===== src/rtl/pdc_pkg.sv =====
package pdc_pkg;
  localparam int unsigned PDC_PORT_W    = 8;
  localparam int unsigned PDC_SYNC_LEN  = 2;
  localparam int unsigned PDC_RST_LEN   = 2;

  typedef enum logic {
    MODE_RUN  = 1'b0,
    MODE_HALT = 1'b1
  } pdc_mode_e;

  typedef struct packed {
    logic pd;
    logic to;
  } pdc_flags_t;

  typedef struct packed {
    logic full;
    logic warm;
  } pdc_rstreq_t;
endpackage


===== src/rtl/pdc_rst_sync.sv =====
module pdc_rst_sync #(
  parameter int unsigned STAGES = 2
) (
  input  logic clk,
  input  logic arst_n_i,
  output logic rst_n_o
);
  logic [STAGES-1:0] chain_q;

  always_ff @(posedge clk or negedge arst_n_i) begin
    if (!arst_n_i) begin
      chain_q <= '0;
    end else begin
      chain_q <= {chain_q[STAGES-2:0], 1'b1};
    end
  end

  assign rst_n_o = chain_q[STAGES-1];
endmodule


===== src/rtl/pdc_port_edge.sv =====
module pdc_port_edge #(
  parameter int unsigned WIDTH  = 8,
  parameter int unsigned STAGES = 2
) (
  input  logic             clk,
  input  logic             rst_n,
  input  logic [WIDTH-1:0] pins_i,
  input  logic             arm_i,
  output logic             fall_o
);
  logic [WIDTH-1:0] sync_q [STAGES];
  logic [WIDTH-1:0] last_q;
  logic [WIDTH-1:0] fall_bits;

  always_ff @(posedge clk or negedge rst_n) begin
    if (!rst_n) sync_q[0] <= '1;
    else        sync_q[0] <= pins_i;
  end

  for (genvar s = 1; s < STAGES; s++) begin : g_stage
    always_ff @(posedge clk or negedge rst_n) begin
      if (!rst_n) sync_q[s] <= '1;
      else        sync_q[s] <= sync_q[s-1];
    end
  end

  always_ff @(posedge clk or negedge rst_n) begin
    if (!rst_n) last_q <= '1;
    else        last_q <= sync_q[STAGES-1];
  end

  for (genvar b = 0; b < WIDTH; b++) begin : g_bit
    assign fall_bits[b] = last_q[b] & ~sync_q[STAGES-1][b];
  end

  assign fall_o = arm_i & (|fall_bits);
endmodule


===== src/rtl/pdc_core.sv =====
module pdc_core
  import pdc_pkg::*;
(
  input  logic        clk,
  input  logic        rst_n,
  input  logic        ext_rst_i,
  input  logic        halt_cmd_i,
  input  logic        wdt_clr_i,
  input  logic        irq_pend_i,
  input  logic        port_fall_i,
  input  logic        wdt_ovf_i,
  output pdc_mode_e   mode_o,
  output pdc_flags_t  flags_o,
  output pdc_rstreq_t req_o
);
  pdc_mode_e   mode_q, mode_d;
  pdc_flags_t  flg_q, flg_d;
  pdc_rstreq_t req_q, req_d;
  logic        wake;

  assign wake = irq_pend_i | port_fall_i;

  always_comb begin
    mode_d = mode_q;
    flg_d  = flg_q;
    req_d  = '0;
    if (ext_rst_i) begin
      mode_d   = MODE_RUN;
      flg_d    = '0;
      req_d.full = 1'b1;
    end else if (wdt_ovf_i) begin
      flg_d.to = 1'b1;
      if (mode_q == MODE_HALT) begin
        mode_d     = MODE_RUN;
        req_d.warm = 1'b1;
      end else begin
        req_d.full = 1'b1;
      end
    end else if (mode_q == MODE_HALT) begin
      if (wake) mode_d = MODE_RUN;
    end else if (halt_cmd_i) begin
      mode_d   = MODE_HALT;
      flg_d.pd = 1'b1;
      flg_d.to = 1'b0;
    end else if (wdt_clr_i) begin
      flg_d.pd = 1'b0;
    end
  end

  always_ff @(posedge clk or negedge rst_n) begin
    if (!rst_n) begin
      mode_q <= MODE_RUN;
      flg_q  <= '0;
      req_q  <= '0;
    end else begin
      mode_q <= mode_d;
      flg_q  <= flg_d;
      req_q  <= req_d;
    end
  end

  assign mode_o  = mode_q;
  assign flags_o = flg_q;
  assign req_o   = req_q;
endmodule


===== src/rtl/pdc_ctrl.sv =====
module pdc_ctrl
  import pdc_pkg::*;
#(
  parameter int unsigned PORT_W   = PDC_PORT_W,
  parameter int unsigned SYNC_LEN = PDC_SYNC_LEN,
  parameter int unsigned RST_LEN  = PDC_RST_LEN
) (
  input  logic              clk,
  input  logic              por_n_i,
  input  logic              ext_rst_i,
  input  logic              halt_cmd_i,
  input  logic              wdt_clr_i,
  input  logic              irq_pend_i,
  input  logic [PORT_W-1:0] porta_i,
  input  logic              wdt_ovf_i,
  output logic              sys_osc_en_o,
  output logic              halted_o,
  output logic              pd_flag_o,
  output logic              to_flag_o,
  output logic              full_rst_o,
  output logic              warm_rst_o
);
  logic        rst_sync_n;
  logic        port_fall;
  pdc_mode_e   mode;
  pdc_flags_t  flags;
  pdc_rstreq_t req;

  pdc_rst_sync #(.STAGES(RST_LEN)) u_rst (
    .clk      (clk),
    .arst_n_i (por_n_i),
    .rst_n_o  (rst_sync_n)
  );

  pdc_port_edge #(.WIDTH(PORT_W), .STAGES(SYNC_LEN)) u_edge (
    .clk    (clk),
    .rst_n  (rst_sync_n),
    .pins_i (porta_i),
    .arm_i  (mode == MODE_HALT),
    .fall_o (port_fall)
  );

  pdc_core u_core (
    .clk         (clk),
    .rst_n       (rst_sync_n),
    .ext_rst_i   (ext_rst_i),
    .halt_cmd_i  (halt_cmd_i),
    .wdt_clr_i   (wdt_clr_i),
    .irq_pend_i  (irq_pend_i),
    .port_fall_i (port_fall),
    .wdt_ovf_i   (wdt_ovf_i),
    .mode_o      (mode),
    .flags_o     (flags),
    .req_o       (req)
  );

  assign halted_o     = (mode == MODE_HALT);
  assign sys_osc_en_o = (mode == MODE_RUN);
  assign pd_flag_o    = flags.pd;
  assign to_flag_o    = flags.to;
  assign full_rst_o   = req.full;
  assign warm_rst_o   = req.warm;
endmodule


===== config.mk =====
export PLATFORM = sky130hd
export DESIGN_NAME = pdc_ctrl
export DESIGN_NICKNAME = d
export VERILOG_FILES = /design/src/rtl/pdc_pkg.sv /design/src/rtl/pdc_rst_sync.sv /design/src/rtl/pdc_port_edge.sv /design/src/rtl/pdc_core.sv /design/src/rtl/pdc_ctrl.sv
export SDC_FILE = /design/constraint.sdc
export NUM_CORES = 1
export LEC_CHECK = 0
export ABC_CLOCK_PERIOD_IN_PS = 2800
export BUFFER_PORTS_ARGS = -buffer_cell sky130_fd_sc_hd__buf_4
export CAP_MARGIN = 30
export CORE_ASPECT_RATIO = 1.1
export CORE_MARGIN = 5
export CORE_UTILIZATION = 54
export DETAILED_ROUTE_END_ITERATION = 10
export GPL_ROUTABILITY_DRIVEN = 0
export PLACE_DENSITY = 0.8
export SYNTH_ARGS = -nofsm -noshare
export SYNTH_HDL_FRONTEND = slang
export SYNTH_SLANG_ARGS = --single-unit

===== constraint.sdc =====
create_clock -name clk -period 2.8 [get_ports clk]
set_clock_uncertainty 0.2 [all_clocks]
set_input_delay 0.42 -clock clk [delete_from_list [all_inputs] [get_ports clk]]
set_output_delay 0.42 -clock clk [all_outputs]
set_load 0.03 [all_outputs]

==> results of run 1 <==
==> cell type report <==
cell class | instances | area share
Sequential cell | 31 | 0.622
Timing Repair Buffer | 30 | 0.197
Clock buffer | 8 | 0.0531
Inverter | 6 | 0.0174
Multi-Input combinational cell | 20 | 0.0936
Tap cell | 18 | 0.0174
==> Yosys cell counts (2+ instances only) <==
| master | n |
|---|---|
| o22ai_1 | 2 |
| nor2_1 | 2 |
| dfstp_2 | 24 |
| dfrtp_1 | 7 |
| nor3_2 | 2 |
| inv_1 | 5 |
| nor2b_1 | 2 |
| a21oi_1 | 2 |
| nand2_1 | 4 |
==> timing repair <==
item                                   CTS  global route
endpoints found under the hold margin   10             0
setup endpoints to repair                0             0
hold buffers                             9             0
==> path summary, 6_finish.rpt <==
path	slack [ns]	depth (start not counted)	from	end
worst max-delay path	1.18	2	u_core.mode_o$_DFF_PN0_	sys_osc_en_o
max in group asynchronous	1.76	1	u_rst.chain_q[1]$_DFF_PN0_	u_edge.sync_q[9]$_DFF_PN1_
worst min-delay path	0.05	0	u_rst.chain_q[1]$_DFF_PN0_	u_core.flags_o[0]$_DFFE_PN0P_
worst min register to register	0.05	0	u_rst.chain_q[1]$_DFF_PN0_	u_core.flags_o[0]$_DFFE_PN0P_
min in group clk	0.10	2	ext_rst_i	u_core.flags_o[1]$_DFFE_PN0P_
worst max register to register	1.33	4	u_edge.sync_q[5]$_DFF_PN1_	u_core.mode_o$_DFF_PN0_
==> per-layer routing <==
layer	vias to the layer above	wire, µm
met3	0	155
met2	22	766
met5	-	0
met1	257	485
li1	256	-
met4	0	0
==> per-stage QoR <==
| step | setup slack [ns] | area, µm² |
|---|---|---|
| after global placement | 1.42 | 1120 |
| after detailed placement | 1.31 | 1140 |
| after floorplan | 1.25 | 950 |
| final | 1.18 | 1300 |
| after CTS | 1.15 | 1300 |
| after global routing | 1.11 | 1300 |
==> where the power goes <==
| part | internal, mW | leakage [nW] | switching (mW) | total (mW) |
|---|---|---|---|---|
| clock network | 0.148 | 0.0386 | 0.128 | 0.275 |
| registers | 0.484 | 0.340 | 0.0120 | 0.496 |
| logic | 0.0340 | 0.208 | 0.0279 | 0.0619 |
==> kinds of logic (layout without fill, tap and decap cells) <==
group,Yosys count,after routing,share of synthesized area
AO/OA/AOI/OAI,7,7,0.0514
buffers and inverters,6,44,0.0237
flip-flops,31,31,0.848
other,1,1,0.00395
AND/OR/NAND/NOR,12,12,0.0725
==> state kept, by name, indices dropped and copies added, names as in the netlist <==
| register | count |
|---|---|
| u_core.flags_o | 2 |
| u_core.mode_o | 1 |
| u_core.req_o | 2 |
| u_edge.last_q | 8 |
| u_edge.sync_q | 16 |
| u_rst.chain_q | 2 |
==> results.md, run 1 <==
* Outcome: complete, no violations
* Largest net degree at the start of global routing at 16
* #FFs+latches synth at 31
* Crit path max-delay family: flip-flops
* Antenna violations before repair at 0
* TritonCTS buffer count at 5
* Mapped cell area at 950 µm²
* Worst vdd ir at 499 µV
* Met3 Track Usage GR at 0.0803
* Critical path fanouts, max at 5
* Layout fillers at 114
* Worst-case clock buffer depth at 2
* Multi-input combinational cell area at 121 µm²
* Final min period at 1.62 ns
* Core ar. at 0.00172 mm²
* Ant diodes at 0
* Grt met1 use at 0.111
* Share of the synthesized area in the top cell type at 0.664
* Clk root buf: clkbuf_4
* Postcts setup bufs at 0
* DR vias/cell at 4.73
* Die area at 0.00270 mm²
* Fin cells at 113
* Synth top area cells: dfstp_2 (66%), dfrtp_1 (18%), nor3_2 (2.1%)
* Max cap viols at 0
* Slew Limit Fails at 0
* Avg Cell Area, Syn at 16.7 µm²
* Cts repair resizes at 0
* Syn nets at 72
* Req. time, crit path at 2.18 ns
* Crit path largest cell delay at 0.42 ns
* GRT Total Usage at 0.129
* Share of cells above drive strength 1 at 0.589
* Commonest non-fill, non-tap cells in the layout: dfstp_2 (24), buf_4 (20), dlygate4sd3_1 (9), dfrtp_1 (7)
* Via count at 535
* Fmax at 0.616 GHz
* DR pass1 iterations at 2
* Register Area at 806 µm²
* Yosys cell types at 16
* Post-synth EDFFs at 0
* Tcrit/Tclk final at 0.580
* CTS Sinks at 31
* Register area share after synthesis at 0.848
* Avg WL per Cell at 12.5 µm
* Worst-path clk slew at 0.08 ns
* Worst Hold Class: register to async pin
* Number of cells after detailed placement at 96
* Leading area contributor after synthesis: dfstp_2
* Asr flop ratio synth at 1.00
* Gr ovfl total at 0
* Bufs and invs on worst path at 2
* Grt peak-use layer: met2
* Slowest cell on crit path: dfrtp_1
* Critical Path Source Type: register
* Endpoints failing setup at 0
* Yosys warns at 0
* P&R area growth vs syn at 36.5%
* Hpwl dp at 972 µm
* Pleak at 0.586 nW
* Final wirelength at 1410 µm
* Ys flop type: dfstp_2
* Post-DRT Antenna Nets at 0
* Row count at 16
* Max-slew headroom at 0.604
* Vias in the first global route at 586
* Worst slew pin tran at 0.594 ns
* 1st-iter DRT viols at 4
* Starting density of the core at 0.552
* Final nets at 109
* First-pass GRT wire length at 2430 µm
* Post-Syn Instances at 57
* Final hold violation count at 0
* Die span in y at 54.0 µm
* Hold_ws at 0.0509 ns
* I/O Buffers at 20
* DR DRC count at 0
* Cell Chain, Critical Path: inv_2, buf_4
* GR Util met2 at 0.224
* Total Power at 833 µW
* Fin Setup TNS at 0 ns
* Most common cell after layout, fill and taps aside: dfstp_2
* Clk_lat worst skew at 0.31 ns
* Die width at 50.0 µm
* Cell area power density at 643 mW/mm²
* CTS tree: done
* Critical Path End Type: output port
* Type of the worst setup path: register to output port
* RSZ-0062 raised after global routing: false
* Number of H-tree levels at 2
* Worst path arrival time at 1.00 ns
* Num ports at 21
* Final core occ at 0.753
Power figures use the tool's default switching activity.
==> inputs of run 2 (changes only) <==
--- a/config.mk
+++ b/config.mk
@@ -5,15 +5,15 @@
 export SDC_FILE = /design/constraint.sdc
 export NUM_CORES = 1
 export LEC_CHECK = 0
-export ABC_CLOCK_PERIOD_IN_PS = 2800
+export ABC_CLOCK_PERIOD_IN_PS = 1300
 export BUFFER_PORTS_ARGS = -buffer_cell sky130_fd_sc_hd__buf_4
 export CAP_MARGIN = 30
 export CORE_ASPECT_RATIO = 1.1
 export CORE_MARGIN = 5
-export CORE_UTILIZATION = 54
+export CORE_UTILIZATION = 45
 export DETAILED_ROUTE_END_ITERATION = 10
 export GPL_ROUTABILITY_DRIVEN = 0
-export PLACE_DENSITY = 0.8
+export PLACE_DENSITY = 0.71
 export SYNTH_ARGS = -nofsm -noshare
 export SYNTH_HDL_FRONTEND = slang
 export SYNTH_SLANG_ARGS = --single-unit
==> constraint.sdc (replaced) <==
create_clock -name clk -period 1.3 [get_ports clk]
set_clock_uncertainty 0.2 [all_clocks]
set_input_delay 0.195 -clock clk [delete_from_list [all_inputs] [get_ports clk]]
set_output_delay 0.195 -clock clk [all_outputs]
set_load 0.03 [all_outputs]
==> run 2 against run 1 <==
  * The run now ends with negative hold slack, negative setup slack left
  * Register-to-register slack lost 1.4 ns
  * Worst hold slack lost 0.052 ns
  * Critical endpoint is now u_core.mode_o$_DFF_PN0_
  * Setup slack lost 1.3 ns
  * Design area grew 6.2%
  * Wire length grew 10%
  * First-iteration DRC count is the same
  * Flip-flop and latch count is the same
  * Sequential power grew 110%
  * Non-clock buffer count grew 7
  * Largest cell class unchanged
==> results.md, run 2 (same netlist as run 1, synthesis figures left out) <==
* Met3 Track Usage GR at 0.0746
* Share of cells above drive strength 1 at 0.578
* Row count at 17
* RSZ-0062 raised after global routing: true
* Sw Pwr at 374 µW
* Commonest non-fill, non-tap cells in the layout: dfstp_2 (24), buf_4 (19), dlygate4sd3_1 (14), dfrtp_1 (6)
* Final nets at 116
* Critical path fanouts, max at 2
* Failing checks: negative hold slack, negative setup slack
* Fmax at 0.722 GHz
* DR vias/cell at 4.50
* Worst-case clock buffer depth at 2
* P&R area growth vs syn at 44.9%
* Pint at 1.39 mW
* Via count at 585
* Type of the worst setup path: register to register
* Pleak at 0.614 nW
* Clk root buf: clkbuf_4
* Clk_lat worst skew at 0.32 ns
* Largest net degree at the start of global routing at 30
* DR pass1 iterations at 4
* DR DRC count at 0
* Final min period at 1.38 ns
* Final hold violation count at 1
* Ant diodes at 0
* Starting density of the core at 0.470
* TritonCTS buffer count at 5
* Worst vdd ir at 800 µV
* Die width at 53.8 µm
* I/O Buffers at 20
* Max FFs per register at 16
* Final wirelength at 1550 µm
* Num ports at 21
* Die span in y at 58.2 µm
* Post-place setup slack at -0.111 ns
* Die area at 0.00313 mm²
* GR Util met2 at 0.199
* Worst path arrival time at 1.40 ns
* Critical Path End Type: register
* Gr ovfl total at 0
* Worst-path clk slew at 0.09 ns
* Critical Path Source Type: register
* Hold_ws at -0.000900 ns
* Most common cell after layout, fill and taps aside: dfstp_2
* Slew Limit Fails at 0
* Worst Hold Class: primary input to register
* Net Sw Frac at 0.211
* 1st-iter DRT viols at 4
* Outcome: complete, but fails checks
* Grt peak-use layer: met2
* Grt met1 use at 0.128
* First-pass GRT wire length at 2700 µm
* Post-DRT Antenna Nets at 0
* Max cap viols at 0
* GRT Total Usage at 0.131
* Hpwl dp at 1020 µm
* Final core occ at 0.681
* CTS tree: done
* CTS Sinks at 31
* Most flop-heavy register: u_edge.sync_q
* Avg WL per Cell at 11.9 µm
* PnR worst setup slack at -0.0849 ns
* Number of H-tree levels at 2
* Vias in the first global route at 639
* Core ar. at 0.00202 mm²
* Logic pwr share at 0.091
* Cell area power density at 1280 mW/mm²
* Tcrit/Tclk final at 1.07
* Antenna violations before repair at 0
* Power share of the clock group at 0.308
* Req. time, crit path at 1.32 ns
* Sequential Power Share at 0.602
* Endpoints failing setup at 3
* Fin Setup TNS at -0.157 ns
* Largest regs: u_edge.sync_q: 16 flops, u_edge.last_q: 8 flops
-- run 2: changes by cell type in the layout (fill, tap and decap cells not counted) --
cell,delta
buf_4,-1
buf_6,+4
buf_8,-1
clkbuf_8,-1
clkinv_2,+1
dfrtp_1,-1
dfrtp_2,+1
dlygate4sd3_1,+5
inv_2,-1
inv_4,+1
-- run 2: final cells by class --
| type | instances | area [µm²] |
|---|---|---|
| timing repair buffer | 37 | 328 |
| clock inverter | 1 | 5.00 |
| inverter | 6 | 25.0 |
| sequential | 31 | 807 |
| fill | 153 | 644 |
| clock buffer | 7 | 55.1 |
| multi-input combinational | 20 | 121 |
| tap | 28 | 35.0 |
-- run 2: what timing repair did --
item                                    4_1_cts  5_1_grt
setup buffers                                 1        1
hold endpoints to repair                     15        4
hold buffers                                 13        1
gates resized for setup                       2        2
endpoints found under the setup margin        3        5
-- run 2: critical path, stage by stage, from the launching register on --
cell and delay (ns):
dfstp_2 0.54, nor2b_1 0.05, nor3_2 0.11, o2111ai_1 0.14
o32ai_1 0.26
-- run 2: per-layer routing --
metal / vias to the layer above / part of all wire
met5: - / 0
met4: 0 / 0.025
met3: 6 / 0.081
met2: 26 / 0.56
met1: 283 / 0.34
li1: 270 / -
-- run 2: power by group through the flow --
| stage | clock (mW) | sequential (mW) | combinational [mW] |
|---|---|---|---|
| final | 0.544 | 1.06 | 0.160 |
| after global routing | 0.642 | 1.07 | 0.177 |
| after CTS | 0.573 | 1.06 | 0.154 |
| after detailed placement | 0 | 1.08 | 0.119 |
| after global placement | 0 | 1.07 | 0.116 |
| after floorplan | 0 | 1.10 | 0.0273 |
-- run 2: stage by stage --
stage | power, mW | area [µm²] | std cells
5_1_grt | 1.89 | 1380 | 130
4_1_cts | 1.79 | 1350 | 128
3_5_place_dp | 1.20 | 1150 | 106
6_report | 1.77 | 1380 | 130
3_3_place_gp | 1.19 | 1150 | 106
2_1_floorplan | 1.13 | 953 | 57
-- run 2: final timing paths --
check                                            from                            end  slack [ns]  cells past startpoint
max                        u_edge.sync_q[0]$_DFF_PN1_        u_core.mode_o$_DFF_PN0_       -0.08                      4
min                                        irq_pend_i        u_core.mode_o$_DFF_PN0_     -0.0009                      4
max reg2reg                u_edge.sync_q[0]$_DFF_PN1_        u_core.mode_o$_DFF_PN0_       -0.08                      4
min reg2reg                u_rst.chain_q[1]$_DFF_PN0_  u_core.flags_o[0]$_DFFE_PN0P_        0.03                      1
max in group asynchronous                     por_n_i     u_rst.chain_q[0]$_DFF_PN0_        0.26                      3
min in group asynchronous  u_rst.chain_q[1]$_DFF_PN0_  u_core.flags_o[0]$_DFFE_PN0P_        0.03                      1
==> inputs of run 3 (changes only) <==
--- a/config.mk
+++ b/config.mk
@@ -8,12 +8,14 @@
 export ABC_CLOCK_PERIOD_IN_PS = 1300
 export BUFFER_PORTS_ARGS = -buffer_cell sky130_fd_sc_hd__buf_4
 export CAP_MARGIN = 30
+export CELL_PAD_IN_SITES_DETAIL_PLACEMENT = 0
+export CELL_PAD_IN_SITES_GLOBAL_PLACEMENT = 2
 export CORE_ASPECT_RATIO = 1.1
 export CORE_MARGIN = 5
-export CORE_UTILIZATION = 45
+export CORE_UTILIZATION = 32
 export DETAILED_ROUTE_END_ITERATION = 10
 export GPL_ROUTABILITY_DRIVEN = 0
-export PLACE_DENSITY = 0.71
+export PLACE_DENSITY_LB_ADDON = 0.1
 export SYNTH_ARGS = -nofsm -noshare
 export SYNTH_HDL_FRONTEND = slang
 export SYNTH_SLANG_ARGS = --single-unit
==> run 3 against run 2 <==
  * The run still ends with negative hold slack, negative setup slack left
  * Setup slack better by 0.025 ns
  * Clock power is 39% higher
  * Core utilization is 18 points lower
  * Combinational power is 3% lower
  * Die area is 33% higher
  * Sequential power hardly changed
  * Wire length is 4.4% lower
  * Critical endpoint is now sys_osc_en_o
==> results.md, run 3 (same netlist as run 1, synthesis figures left out) <==
* Largest regs: u_edge.sync_q: 16 flops, u_edge.last_q: 8 flops
* Max FFs per register at 16
* Sw Pwr at 389 µW
* Worst vdd ir at 683 µV
* Bufs and invs on worst path at 2
* Net Sw Frac at 0.197
* P&R area growth vs syn at 48.5%
* Worst Hold Class: primary input to register
* Num ports at 21
* DR pass1 iterations at 2
* Core ar. at 0.00280 mm²
* Final core occ at 0.503
* Layout fillers at 243
* Critical Path Source Type: register
* PnR worst setup slack at -0.0600 ns
* Power share of the clock group at 0.382
* Cell Chain, Critical Path: inv_4, buf_6
* I/O Buffers at 20
* Pint at 1.59 mW
* Hpwl dp at 1030 µm
* Row count at 20
* Failing checks: negative hold slack, negative setup slack
* Crit path max-delay family: flip-flops
* Critical Path End Type: output port
* First-pass GRT wire length at 2730 µm
* Final hold violation count at 4
* Pleak at 0.628 nW
* Outcome: complete, but fails checks
* Critical path fanouts, max at 3
* Cell area power density at 1400 mW/mm²
* GRT Total Usage at 0.0959
* Vias in the first global route at 597
* Gr ovfl total at 0
* Max cap viols at 0
* Req. time, crit path at 0.90 ns
* Worst path arrival time at 0.96 ns
* Tcrit/Tclk final at 1.05
* CTS Sinks at 31
* Avg WL per Cell at 11.0 µm
* Clk root buf: clkbuf_4
* Final nets at 116
* Clk_lat worst skew at 0.32 ns
* Crit path largest cell delay at 0.45 ns
* Via count at 575
* Most flop-heavy register: u_edge.sync_q
* Most common cell after layout, fill and taps aside: dfstp_2
* RSZ-0062 raised after global routing: true
* TritonCTS buffer count at 5
* Worst-case clock buffer depth at 2
* Die width at 61.9 µm
* Final wirelength at 1480 µm
* Fmax at 0.735 GHz
* Die span in y at 67.1 µm
* Antenna violations before repair at 0
* Ant diodes at 0
* Final min period at 1.36 ns
* Starting density of the core at 0.339
* CTS tree: done
* DR DRC count at 0
* # hold bufs at CTS at 13
* Share of cells above drive strength 1 at 0.598
* 1st-iter DRT viols at 22
* Post-DRT Antenna Nets at 0
* Slew Limit Fails at 0
* Number of H-tree levels at 2
* Die area at 0.00416 mm²
* DR vias/cell at 4.26
* Endpoints failing setup at 3
* Slowest cell on crit path: dfrtp_2
* Hold_ws at -0.0691 ns
* Type of the worst setup path: register to output port
* Largest net degree at the start of global routing at 11
* Sequential Power Share at 0.540
* Commonest non-fill, non-tap cells in the layout: dfstp_2 (24), buf_4 (19), dlygate4sd3_1 (13), dfrtp_1 (6)
* Logic pwr share at 0.078
* Worst-path clk slew at 0.09 ns
==> run 3: layout make-up <==
cell class                      count  area, µm²  area share
Timing Repair Buffer               37        329       0.233
Clock buffer                        6       51.3      0.0364
Sequential cell                    31        807       0.572
Inverter                            6       25.0      0.0177
Tap cell                           33       41.3      0.0293
Multi-Input combinational cell     20        121      0.0861
Clock inverter                      2       35.0      0.0248
==> run 3: worst paths after layout <==
check	startpoint	endpoint	slack, ns	depth (start not counted)
max in group asynchronous	por_n_i	u_rst.chain_q[1]$_DFF_PN0_	0.28	3
hold reg to reg	u_edge.sync_q[8]$_DFF_PN1_	u_edge.sync_q[0]$_DFF_PN1_	0.16	0
setup / recovery	u_core.mode_o$_DFF_PN0_	sys_osc_en_o	-0.06	2
min in group asynchronous	u_rst.chain_q[1]$_DFF_PN0_	u_edge.sync_q[13]$_DFF_PN1_	0.22	0
hold / removal	wdt_ovf_i	u_core.req_o[1]$_DFF_PN0_	-0.07	2
setup reg to reg	u_edge.sync_q[5]$_DFF_PN1_	u_core.mode_o$_DFF_PN0_	-0.04	4
==> run 3: metrics by stage <==
step / power [mW] / instance area (µm²) / setup TNS, ns / instances / worst slack [ns]
2_1_floorplan: 1.13 / 953 / -0.0295 / 57 / -0.0295
3_3_place_gp: 1.20 / 1170 / 0 / 113 / 0.0130
3_5_place_dp: 1.20 / 1170 / -0.0133 / 113 / -0.0133
4_1_cts: 2.01 / 1400 / -0.167 / 135 / -0.0703
5_1_grt: 2.10 / 1410 / -0.352 / 135 / -0.130
6_report: 1.97 / 1410 / -0.113 / 135 / -0.0600
==> run 3: power by group through the flow <==
stage | Sequential (mW) | Combinational (mW) | Clock, mW
floorplan | 1.10 | 0.0273 | 0
finish | 1.07 | 0.155 | 0.754
detailed placement | 1.08 | 0.121 | 0
CTS | 1.07 | 0.155 | 0.789
global route | 1.07 | 0.173 | 0.851
global placement | 1.08 | 0.121 | 0
==> run 3: metal layers <==
layer | track usage | wire length [µm]
met3 | 0.0574 | 129
met5 | 0 | 0
met4 | 0.0477 | 27
met2 | 0.137 | 738
met1 | 0.112 | 588
==> run 3: repair_timing <==
item | CTS | global route
gates resized for setup | 1 | 4
endpoints found under the setup margin | 3 | 6
endpoints found under the hold margin | 15 | 4
buffers inserted | 1 | 0
